`config.mk`:
```
export PLATFORM = sky130hd
export DESIGN_NAME = tx_credit_tracker
export DESIGN_NICKNAME = d
export VERILOG_FILES = /design/src/rtl/tcf_pkg.sv /design/src/rtl/tcf_cost.sv /design/src/rtl/tcf_counter.sv /design/src/rtl/tcf_np_monitor.sv /design/src/rtl/tx_credit_tracker.sv
export SDC_FILE = /design/constraint.sdc
export NUM_CORES = 1
export LEC_CHECK = 0
export ABC_AREA = 1
export ABC_CLOCK_PERIOD_IN_PS = 6500
export BUFFER_PORTS_ARGS = -buffer_cell sky130_fd_sc_hd__buf_2
export CORE_AREA = 2 2 177 179
export DETAILED_ROUTE_END_ITERATION = 10
export DIE_AREA = 0 0 179 181
export GPL_TIMING_DRIVEN = 0
export HOLD_SLACK_MARGIN = 0.15
export PLACE_DENSITY_LB_ADDON = 0.15
export SLEW_MARGIN = 20
export SYNTH_ARGS = -nofsm -noshare
export SYNTH_HDL_FRONTEND = slang
export SYNTH_HIERARCHICAL = 1
export SYNTH_SLANG_ARGS = --single-unit
```
`constraint.sdc`:
```
create_clock -name clk -period 6.5 [get_ports clk]
set_input_delay 1.3 -clock clk [delete_from_list [all_inputs] [get_ports clk]]
set_output_delay 1.3 -clock clk [all_outputs]
set_load 0.02 [all_outputs]
```
`src/rtl/tcf_pkg.sv`:
```
package tcf_pkg;
   localparam int NUM_CLASS = 3;

   typedef enum logic [1:0] {
      CLS_POST    = 2'd0,
      CLS_NONPOST = 2'd1,
      CLS_CPL     = 2'd2,
      CLS_NONE    = 2'd3
   } tc_class_e;
endpackage

```
`src/rtl/tcf_cost.sv`:
```
// Converts a payload length in dwords into data credits, rounding up.
module tcf_cost #(
   parameter int LEN_W         = 10,
   parameter int CNT_W         = 12,
   parameter int DW_PER_CREDIT = 4
) (
   input  logic [LEN_W-1:0] len_dw,
   output logic [CNT_W-1:0] cost
);
   localparam int SHIFT = $clog2(DW_PER_CREDIT);

   if ((1 << SHIFT) != DW_PER_CREDIT) begin : g_bad_unit
      $error("DW_PER_CREDIT must be a power of two");
   end
   if (CNT_W < LEN_W + 1 - SHIFT) begin : g_bad_width
      $error("CNT_W too narrow for the largest packet cost");
   end

   if (SHIFT == 0) begin : g_unit
      assign cost = CNT_W'(len_dw);
   end else begin : g_round
      logic [LEN_W:0] padded;
      assign padded = {1'b0, len_dw} + (LEN_W+1)'(DW_PER_CREDIT - 1);
      assign cost   = CNT_W'(padded >> SHIFT);
   end
endmodule

```
`src/rtl/tcf_counter.sv`:
```
// One credit counter: limit and consumed totals, modular difference,
// saturated field and its registered copy.
module tcf_counter #(
   parameter int CNT_W = 8,
   parameter int FLD_W = 4
) (
   input  logic             clk,
   input  logic             rst_n,
   input  logic             load,
   input  logic [CNT_W-1:0] load_val,
   input  logic             add_en,
   input  logic [CNT_W-1:0] add_val,
   input  logic             sub_en,
   input  logic [CNT_W-1:0] sub_val,
   output logic [FLD_W-1:0] shown,
   output logic [FLD_W-1:0] view_q
);
   if (FLD_W > CNT_W) begin : g_bad_field
      $error("field wider than its counter");
   end

   logic [CNT_W-1:0] lim_q;
   logic [CNT_W-1:0] used_q;
   logic [CNT_W-1:0] avail;

   assign avail = lim_q - used_q;

   if (FLD_W == CNT_W) begin : g_full
      assign shown = avail;
   end else begin : g_sat
      localparam logic [CNT_W-1:0] FLD_MAX = CNT_W'((64'd1 << FLD_W) - 64'd1);
      assign shown = (avail > FLD_MAX) ? {FLD_W{1'b1}} : avail[FLD_W-1:0];
   end

   always_ff @(posedge clk) begin
      if (!rst_n) begin
         lim_q  <= '0;
         used_q <= '0;
         view_q <= '0;
      end else begin
         if (load) begin
            lim_q  <= load_val;
            used_q <= '0;
         end else begin
            if (add_en) lim_q  <= lim_q + add_val;
            if (sub_en) used_q <= used_q + sub_val;
         end
         view_q <= shown;
      end
   end
endmodule

```
`src/rtl/tcf_np_monitor.sv`:
```
// Single-credit limit flags and sticky overspend flags for non-posted traffic.
module tcf_np_monitor #(
   parameter int HDR_CNT_W = 8,
   parameter int DAT_CNT_W = 12,
   parameter int HDR_FLD_W = 4,
   parameter int DAT_FLD_W = 8
) (
   input  logic                 clk,
   input  logic                 rst_n,
   input  logic                 init_valid,
   input  logic [HDR_CNT_W-1:0] init_hdr,
   input  logic [DAT_CNT_W-1:0] init_dat,
   input  logic                 np_use,
   input  logic [HDR_FLD_W-1:0] hdr_shown,
   input  logic [DAT_FLD_W-1:0] dat_shown,
   input  logic [DAT_CNT_W-1:0] dat_cost,
   output logic                 hdr_one,
   output logic                 dat_one,
   output logic                 hdr_viol,
   output logic                 dat_viol
);
   logic hdr_over;
   logic dat_over;

   assign hdr_over = np_use && (hdr_shown == '0);
   assign dat_over = np_use && (dat_cost > DAT_CNT_W'(dat_shown));

   always_ff @(posedge clk) begin
      if (!rst_n) begin
         hdr_one  <= 1'b0;
         dat_one  <= 1'b0;
         hdr_viol <= 1'b0;
         dat_viol <= 1'b0;
      end else begin
         if (init_valid) begin
            hdr_one <= (init_hdr == HDR_CNT_W'(1));
            dat_one <= (init_dat == DAT_CNT_W'(1));
         end
         if (hdr_over) hdr_viol <= 1'b1;
         if (dat_over) dat_viol <= 1'b1;
      end
   end
endmodule

```
`src/rtl/tx_credit_tracker.sv`:
```
module tx_credit_tracker
   import tcf_pkg::*;
#(
   parameter int HDR_CNT_W     = 8,
   parameter int DAT_CNT_W     = 12,
   parameter int HDR_FLD_W     = 4,
   parameter int DAT_FLD_W     = 8,
   parameter int LEN_W         = 10,
   parameter int DW_PER_CREDIT = 4
) (
   input  logic                                       clk,
   input  logic                                       rst_n,
   input  logic                                       init_valid,
   input  logic [NUM_CLASS*HDR_CNT_W-1:0]             init_hdr_lim,
   input  logic [NUM_CLASS*DAT_CNT_W-1:0]             init_dat_lim,
   input  logic                                       upd_valid,
   input  logic [1:0]                                 upd_class,
   input  logic [HDR_CNT_W-1:0]                       upd_hdr,
   input  logic [DAT_CNT_W-1:0]                       upd_dat,
   input  logic                                       use_valid,
   input  logic [1:0]                                 use_class,
   input  logic [LEN_W-1:0]                           use_len_dw,
   output logic [NUM_CLASS*(HDR_FLD_W+DAT_FLD_W)-1:0] cred_view,
   output logic                                       np_hdr_one,
   output logic                                       np_dat_one,
   output logic                                       np_hdr_viol,
   output logic                                       np_dat_viol
);
   localparam int CLS_W  = HDR_FLD_W + DAT_FLD_W;
   localparam int VIEW_W = NUM_CLASS * CLS_W;

   if (VIEW_W != $bits(cred_view)) begin : g_bad_view
      $error("view width mismatch");
   end
   if (HDR_CNT_W < 2 || DAT_CNT_W < 2) begin : g_bad_cnt
      $error("counters must be at least two bits");
   end

   logic                 active_q;
   logic                 run_use;
   logic                 run_upd;
   logic [DAT_CNT_W-1:0] dat_cost;
   logic [HDR_FLD_W-1:0] hdr_shown [NUM_CLASS];
   logic [DAT_FLD_W-1:0] dat_shown [NUM_CLASS];

   always_ff @(posedge clk) begin
      if (!rst_n)          active_q <= 1'b0;
      else if (init_valid) active_q <= 1'b1;
   end

   assign run_use = use_valid && active_q && !init_valid;
   assign run_upd = upd_valid && active_q && !init_valid;

   tcf_cost #(
      .LEN_W        (LEN_W),
      .CNT_W        (DAT_CNT_W),
      .DW_PER_CREDIT(DW_PER_CREDIT)
   ) u_cost (
      .len_dw(use_len_dw),
      .cost  (dat_cost)
   );

   for (genvar c = 0; c < NUM_CLASS; c++) begin : g_cls
      logic use_hit;
      logic upd_hit;
      assign use_hit = run_use && (use_class == 2'(c));
      assign upd_hit = run_upd && (upd_class == 2'(c));

      tcf_counter #(
         .CNT_W(HDR_CNT_W),
         .FLD_W(HDR_FLD_W)
      ) u_hdr (
         .clk     (clk),
         .rst_n   (rst_n),
         .load    (init_valid),
         .load_val(init_hdr_lim[c*HDR_CNT_W +: HDR_CNT_W]),
         .add_en  (upd_hit),
         .add_val (upd_hdr),
         .sub_en  (use_hit),
         .sub_val (HDR_CNT_W'(1)),
         .shown   (hdr_shown[c]),
         .view_q  (cred_view[c*CLS_W +: HDR_FLD_W])
      );

      tcf_counter #(
         .CNT_W(DAT_CNT_W),
         .FLD_W(DAT_FLD_W)
      ) u_dat (
         .clk     (clk),
         .rst_n   (rst_n),
         .load    (init_valid),
         .load_val(init_dat_lim[c*DAT_CNT_W +: DAT_CNT_W]),
         .add_en  (upd_hit),
         .add_val (upd_dat),
         .sub_en  (use_hit),
         .sub_val (dat_cost),
         .shown   (dat_shown[c]),
         .view_q  (cred_view[c*CLS_W+HDR_FLD_W +: DAT_FLD_W])
      );
   end

   tcf_np_monitor #(
      .HDR_CNT_W(HDR_CNT_W),
      .DAT_CNT_W(DAT_CNT_W),
      .HDR_FLD_W(HDR_FLD_W),
      .DAT_FLD_W(DAT_FLD_W)
   ) u_np (
      .clk       (clk),
      .rst_n     (rst_n),
      .init_valid(init_valid),
      .init_hdr  (init_hdr_lim[int'(CLS_NONPOST)*HDR_CNT_W +: HDR_CNT_W]),
      .init_dat  (init_dat_lim[int'(CLS_NONPOST)*DAT_CNT_W +: DAT_CNT_W]),
      .np_use    (run_use && (use_class == CLS_NONPOST)),
      .hdr_shown (hdr_shown[int'(CLS_NONPOST)]),
      .dat_shown (dat_shown[int'(CLS_NONPOST)]),
      .dat_cost  (dat_cost),
      .hdr_one   (np_hdr_one),
      .dat_one   (np_dat_one),
      .hdr_viol  (np_hdr_viol),
      .dat_viol  (np_dat_viol)
   );
endmodule

```
==> metrics.md, run 1 <==
| Metric | Value |
|---|---|
| Status | `finished clean` |
| Drt first pass iters | `7` |
| Worst Max-Slew Pin Slew | `0.946 ns` |
| Gr usage total | `25.4%` |
| Core area | `30,300 sq um` |
| Initial antenna violation count | `0` |
| Maximum clock rate | `between 200 and 300 MHz` |
| Global route total overflow | `0` |
| Mean area per synthesized cell | `6.39 sq um` |
| P&R area growth vs syn | `12.3%` |
| Buffers on Ports | `between 100 and 150` |
| Total Nets Final | `~2,800` |
| Post-synth top area cell | `dfxtp_1` |
| CTS Sinks | `161` |
| Initial Util | `between 40% and 50%` |
| Pint | `1.94 mW` |
| Placed insts | `2,910` |
| P_sw | `approximately 1.0 mW` |
| Post-synth EDFFs | `0` |
| Met2 WL | `18.1 mm` |
| Post-synth ARST share | `0%` |
| CTS root buf | `clkbuf_16` |
| Clk buf depth | `2` |
| Routed length on met1 | `19.0 mm` |
| Reg2Reg Setup Slack | `roughly 3.6 ns` |
| Period utilisation layout | `53.8%` |
| Sw Share | `between 30% and 40%` |
| CP peak stage delay | `0.61 ns` |
| Share of cells above drive strength 1 | `9.94%` |
| Logic gate share of total power | `between 30 and 40%` |
| Worst Path Required | `6.90 ns` |
| Setup CP Type | `primary input to register` |
| Max Cap Viol | `0` |
| Final WL | `just over 40 mm` |
| CP delay by family, top | `simple AND/OR/NAND/NOR gates` |
| Number of buffers created by CTS | `17` |
| Max-slew violations | `0` |
| Clock network fraction of design power | `33.3%` |
| Sequential share of the synthesized area | `a little over a fifth` |
| Crit-path cells | `buf_2, nor2_4, nor2_4, buf_6, nor2_1, inv_1, fa_1, o21ai_1, a21oi_1, or2_2, nand3_1, nand2_1, inv_1` |
| GP Congestion | `~0.91` |
| Worst skew pair latency | `0.45 ns` |
| Drt via density | `between 5 and 6` |
| Startpoint types | `primary input` |
| Main synth FF type | `dfxtp_1` |
| DRC Markers | `0` |
| Number of DRC markers in iteration 0 | `865` |
| WL/cell | `between 10 and 15 microns` |
| Commonest non-fill, non-tap cells in the layout | `nand2_1 (610), inv_1 (461), a21oi_1 (208)` |
| Total number of yosys warnings | `6` |
| Detailed Place HPWL | `32.9 mm` |
| Yosys top cell area share | `21.5%` |
| Met3 WL | `about 1.7 mm` |
| Non-Filler Instances | `2,940` |
| P per Cell Area | `176 nW/um^2` |
| Vias in the first global route | `14,200` |
| Commonest non-fill, non-tap cell in the layout | `nand2_1` |
| Top post-synthesis cells by area | `dfxtp_1 (21%), nand2_1 (15%), ha_1 (14%), inv_1 (12%), a21oi_1 (6.9%)` |
| Post-cts resize count | `0` |
| Slew headroom | `36.7%` |
| Largest net degree at the start of global routing | `31` |
| Final setup vio count | `0` |
| Ports | `~140` |
| Top Layer Used | `met4` |
| Clk_skew | `0.0142 ns` |
| Mapped cell area | `15,000 sq um` |
| Crit-path slowest cell | `nor2_1` |
| WP data arrival | `a little under 4 ns` |
| Remaining antenna violation count after routing | `0` |
| H-tree levels | `4` |
| # diodes | `0` |
| CTS tree | `yes` |
| Crit path buffers/inverters | `4` |
| # rows | `64` |
| Peak VDD IR | `0.000184 V` |
| Die Height | `roughly 180 microns` |
| Worst-path fanout max | `10` |
| Post-synthesis register bit count | `161` |
| Die area | `32,400 sq um` |
| Post-CTS Setup Bufs | `0` |
| Final hold violation count | `0` |
| Crit path capture type | `register` |
| Hold WC Path Type | `register to register` |
| Synthesized instance count | `2,349` |
| Die Wd | `179 microns` |
| Leakage power | `around 9.4 nW` |
| Routed vias | `around 15,000` |
| Crit path time final | `3.50 ns` |
| CTS Hold Buffers Added | `0` |
| Setup TNS | `0 ns` |
| Seq pwr share | `36.2%` |
| Clock transition at path regs | `0.07 ns` |
| First-pass GRT wire length | `66.4 mm` |
| Unrepaired setup endpoints after global routing | `no` |
| Synth unique cells | `43` |
-- final timing paths --
path,cells after the start,from,end
setup / recovery,13,use_len_dw[0],g_cls[2].u_dat/used_q[6]
hold reg to reg,2,u_np/hdr_viol,u_np/hdr_viol
setup reg to reg,20,g_cls[1].u_dat/lim_q[0],u_np/dat_viol
hold / removal,2,u_np/hdr_viol,u_np/hdr_viol
-- metal layers --
| metal | track usage [%] | vias up |
|---|---|---|
| met5 | 0 | - |
| met4 | 10.6 | 0 |
| met1 | 33.4 | 6709 |
| met3 | 3.26 | 75 |
| met2 | 41.6 | 362 |
| li1 | - | 7887 |
-- cells in the mapped netlist, types with 8 or more instances --
| library cell | number |
|---|---|
| xor2_1 | 43 |
| inv_1 | 461 |
| o21ai_1 | 8 |
| xnor2_1 | 38 |
| nand2_2 | 18 |
| a21o_1 | 14 |
| nor2_1 | 106 |
| nor3_1 | 11 |
| nand3_1 | 174 |
| a22oi_1 | 36 |
| ha_1 | 170 |
| nand3_2 | 8 |
| nand2_1 | 610 |
| nand3b_1 | 8 |
| nor2_2 | 14 |
| nand4_1 | 44 |
| a31oi_1 | 21 |
| dfxtp_1 | 161 |
| a21oi_1 | 208 |
| or2_2 | 10 |
| buf_2 | 11 |
| nor2_4 | 10 |
| o21ai_0 | 76 |
| fa_1 | 18 |
| clkbuf_1 | 21 |
-- layout make-up --
| type | instances | area, sq um |
|---|---|---|
| Sequential cell | 161 | 3220 |
| Fill cell | 3011 | 13500 |
| Buffer | 36 | 168 |
| Timing Repair Buffer | 138 | 691 |
| Inverter | 469 | 1760 |
| Tap cell | 396 | 495 |
| Clock inverter | 4 | 48.8 |
| Multi-Input combinational cell | 1710 | 9970 |
| Clock buffer | 26 | 509 |
-- cells by family after synthesis --
logic type,count (synthesis),synth area share (%)
other,3,0.0750
buffers and inverters,505,12.8
adder cells (fa/ha/maj),188,16.6
XOR/XNOR,82,4.83
AO/OA/AOI/OAI,389,14.4
flip-flops,161,21.5
AND/OR/NAND/NOR,1021,29.8
-- power groups by stage --
stage | Combinational, mW | Clock (mW) | Sequential, mW
finish | 0.909 | 0.990 | 1.08
global route | 1.03 | 1.05 | 1.08
CTS | 0.904 | 1.02 | 1.08
detailed placement | 0.899 | 0 | 1.10
global placement | 0.883 | 0 | 1.10
floorplan | 0.635 | 0 | 1.13
-- sequential cells by signal, summed over array words and instances, names as in the netlist --
signal / count
g_cls.u_dat/used_q: 36
u_np/dat_one: 1
u_np/dat_viol: 1
u_np/hdr_one: 1
g_cls.u_hdr/lim_q: 24
u_np/hdr_viol: 1
g_cls.u_dat/lim_q: 36
g_cls.u_hdr/view_q: 12
g_cls.u_dat/view_q: 24
g_cls.u_hdr/used_q: 24
active_q: 1
-- through the flow --
step	power [mW]	area, sq um	utilization [%]	hold WS [ns]	setup WS (ns)
3_5_place_dp	2.00	16300	53.7	0.442	2.52
6_report	2.98	16900	55.6	0.449	3.00
4_1_cts	3.00	16900	55.6	0.452	2.99
5_1_grt	3.17	16900	55.6	0.486	2.80
3_3_place_gp	1.98	16300	53.7	0.439	2.56
2_1_floorplan	1.76	15100	-	0.461	3.24
-- tightest hold or removal path: cells and delay by family (launching register included) --
kind	cells	cell delay (ns)
buf+inv	1	0.04
compound gates	1	0.05
flops	1	0.31
(Power assumes the default switching activity.)
==> run 2: changes to the inputs <==
--- a/config.mk
+++ b/config.mk
@@ -6,7 +6,7 @@
 export NUM_CORES = 1
 export LEC_CHECK = 0
 export ABC_AREA = 1
-export ABC_CLOCK_PERIOD_IN_PS = 6500
+export ABC_CLOCK_PERIOD_IN_PS = 2900
 export BUFFER_PORTS_ARGS = -buffer_cell sky130_fd_sc_hd__buf_2
 export CORE_AREA = 2 2 177 179
 export DETAILED_ROUTE_END_ITERATION = 10
==> constraint.sdc (replaced) <==
create_clock -name clk -period 2.9 [get_ports clk]
set_input_delay 0.58 -clock clk [delete_from_list [all_inputs] [get_ports clk]]
set_output_delay 0.58 -clock clk [all_outputs]
set_load 0.02 [all_outputs]
==> run 2 against run 1 <==
Compared with the run above: first-iteration DRC count is 1.4% higher; final cell count is 0.14% higher; global-route usage stayed put; routed wire length is 0.36% higher; highest routed layer unchanged.
==> metrics.md, run 2 (synthesis results as in run 1) <==
| Metric | Value |
|---|---|
| Status | `finished clean` |
| Multi-input gate area | `about 10,000 sq um` |
| First-pass GRT wire length | `approximately 66 mm` |
| Unrepaired setup endpoints after global routing | `yes` |
| Final hold violation count | `0` |
| Gr usage total | `between 20% and 30%` |
| Number of buffers created by CTS | `17` |
| Clk buf depth | `2` |
| Crit-path slowest cell | `fa_2` |
| Drt first pass iters | `6` |
| Die Height | `about 180 microns` |
| Routed vias | `15,000` |
| Commonest non-fill, non-tap cell in the layout | `nand2_1` |
| Slew headroom | `36.3%` |
| Power Total | `~6.7 mW` |
| Initial Util | `49.5%` |
| Maximum clock rate | `360 MHz` |
| P per Cell Area | `395 nW/um^2` |
| Startpoint types | `register` |
| Worst Max-Slew Pin Slew | `0.951 ns` |
| Most used cell, CP | `nand2_1` |
| CP peak stage delay | `0.36 ns` |
| P_sw | `2.33 mW` |
| Share of cells above drive strength 1 | `10.8%` |
| Max Cap Viol | `0` |
| CTS tree | `yes` |
| # rows | `64` |
| Crit path capture type | `register` |
| Worst-path fanout max | `8` |
| WL/cell | `~14 microns` |
| Leakage power | `roughly 9.4 nW` |
| Core area | `30,300 sq um` |
| Final WL | `40.5 mm` |
| Clock network fraction of design power | `33.1%` |
| Top Registers | `g_cls.u_dat/lim_q (36), g_cls.u_dat/used_q (36)` |
| Clk_skew | `0.0135 ns` |
| Fillers | `~3,000` |
| Die area | `32,400 sq um` |
| Remaining antenna violation count after routing | `0` |
| Global route total overflow | `0` |
| Vias in the first global route | `14,200` |
| Sw Share | `about a third` |
| P&R area growth vs syn | `12.9%` |
| Layout Utilization | `~56%` |
| Commonest non-fill, non-tap cells in the layout | `nand2_1 (608), inv_1 (458), a21oi_1 (207)` |
| Number of DRC markers in iteration 0 | `877` |
| Detailed Place HPWL | `between 30 and 40 mm` |
| Largest net degree at the start of global routing | `31` |
| Die Wd | `179 microns` |
| # diodes | `0` |
| Drt via density | `5.11` |
| Clock transition at path regs | `0.06 ns` |
| CTS Hold Buffers Added | `0` |
| Worst skew pair latency | `0.44 ns` |
| CTS Sinks | `161` |
| CTS root buf | `clkbuf_16` |
| Final setup vio count | `0` |
| Buffers on Ports | `138` |
| Worst Path Required | `3.23 ns` |
| WP data arrival | `3.11 ns` |
| Max-slew violations | `0` |
| Hold-critical path depth | `3` |
| Ports | `approximately 140` |
| Worst r2r path cells | `20` |
| Crit path time final | `2.78 ns` |
| Logic gate share of total power | `30.8%` |
| Hold WC Path Type | `primary input to register` |
| Pint | `4.37 mW` |
| Crit-path cells | `inv_1, ha_2, inv_2, fa_2, nand3_1, nand3_2, nand3_2, nand2_1, nand2_1, nand2_2, nor2_4, nand3_2, inv_1, ha_1, a21oi_1, nand2_1, nor2_1, nand2_1, nand2_1, a21oi_2` |
| Initial antenna violation count | `0` |
| Register area | `3230 sq um` |
| DRC Markers | `0` |
| Final hold slack | `approximately 0.42 ns` |
| H-tree levels | `4` |
| Seq pwr share | `between 30 and 40%` |
| Setup CP Type | `register to register` |
| GP Congestion | `0.913` |
| Peak VDD IR | `between 0.0004 and 0.0005 V` |
| Period utilisation layout | `95.8%` |
| Total Nets Final | `about 2,800` |
run 2: power groups by stage:
stage / clock network, mW / registers, mW / logic (mW)
after global placement: 0 / 2.46 / 1.98
after global routing: 2.36 / 2.43 / 2.34
after floorplan: 0 / 2.53 / 1.42
after detailed placement: 0 / 2.46 / 2.01
final: 2.22 / 2.41 / 2.07
after CTS: 2.28 / 2.41 / 2.03
run 2: worst paths after layout:
path	from	to	slack [ns]
max	g_cls[1].u_dat/lim_q[0]	u_np/dat_viol	0.12
min	init_dat_lim[6]	g_cls[0].u_dat/lim_q[6]	0.42
max reg2reg	g_cls[1].u_dat/lim_q[0]	u_np/dat_viol	0.12
min reg2reg	u_np/hdr_viol	u_np/hdr_viol	0.45
run 2: stage by stage:
stage / setup slack (ns) / setup TNS [ns] / cells / cell area (sq um)
detailed placement: -0.362 / -3.77 / 2910 / 16300
floorplan: 0.357 / 0 / 2376 / 15100
finish: 0.122 / 0 / 2944 / 17000
global placement: -0.315 / -2.94 / 2910 / 16300
global route: -0.0751 / -0.0751 / 2944 / 17000
CTS: 0.0188 / 0 / 2940 / 16900
run 2: critical path: cells and delay by family (launching register included):
family,cells,cell delay (ns)
and+or+nand+nor,12,1.14
adders and majority gates,3,0.76
DFF,1,0.34
AOI/OAI and AO/OA,2,0.23
buffers and inverters,3,0.20
run 2: what timing repair did:
action	in CTS	in global routing
buffers inserted	0	4
gates cloned	0	0
endpoints found under the setup margin	1	7
pin swaps	1	6
resized for setup	0	19
run 2: per-layer routing:
| layer | GRT usage [%] | wire length (microns) | vias to the layer above |
|---|---|---|---|
| met5 | 0 | 0 | - |
| met4 | 10.6 | 1500 | 0 |
| met3 | 3.26 | 1650 | 75 |
| met2 | 41.6 | 18300 | 343 |
| met1 | 33.4 | 19100 | 6719 |
| li1 | - | - | 7896 |
run 2: layout make-up:
type / count / share of cell area [%]
Buffer: 36 / 0.989
Clock inverter: 4 / 0.288
Multi-Input combinational cell: 1710 / 59.1
Clock buffer: 26 / 3.00
Inverter: 469 / 10.4
Tap cell: 396 / 2.92
Timing Repair Buffer: 142 / 4.25
Sequential cell: 161 / 19.0
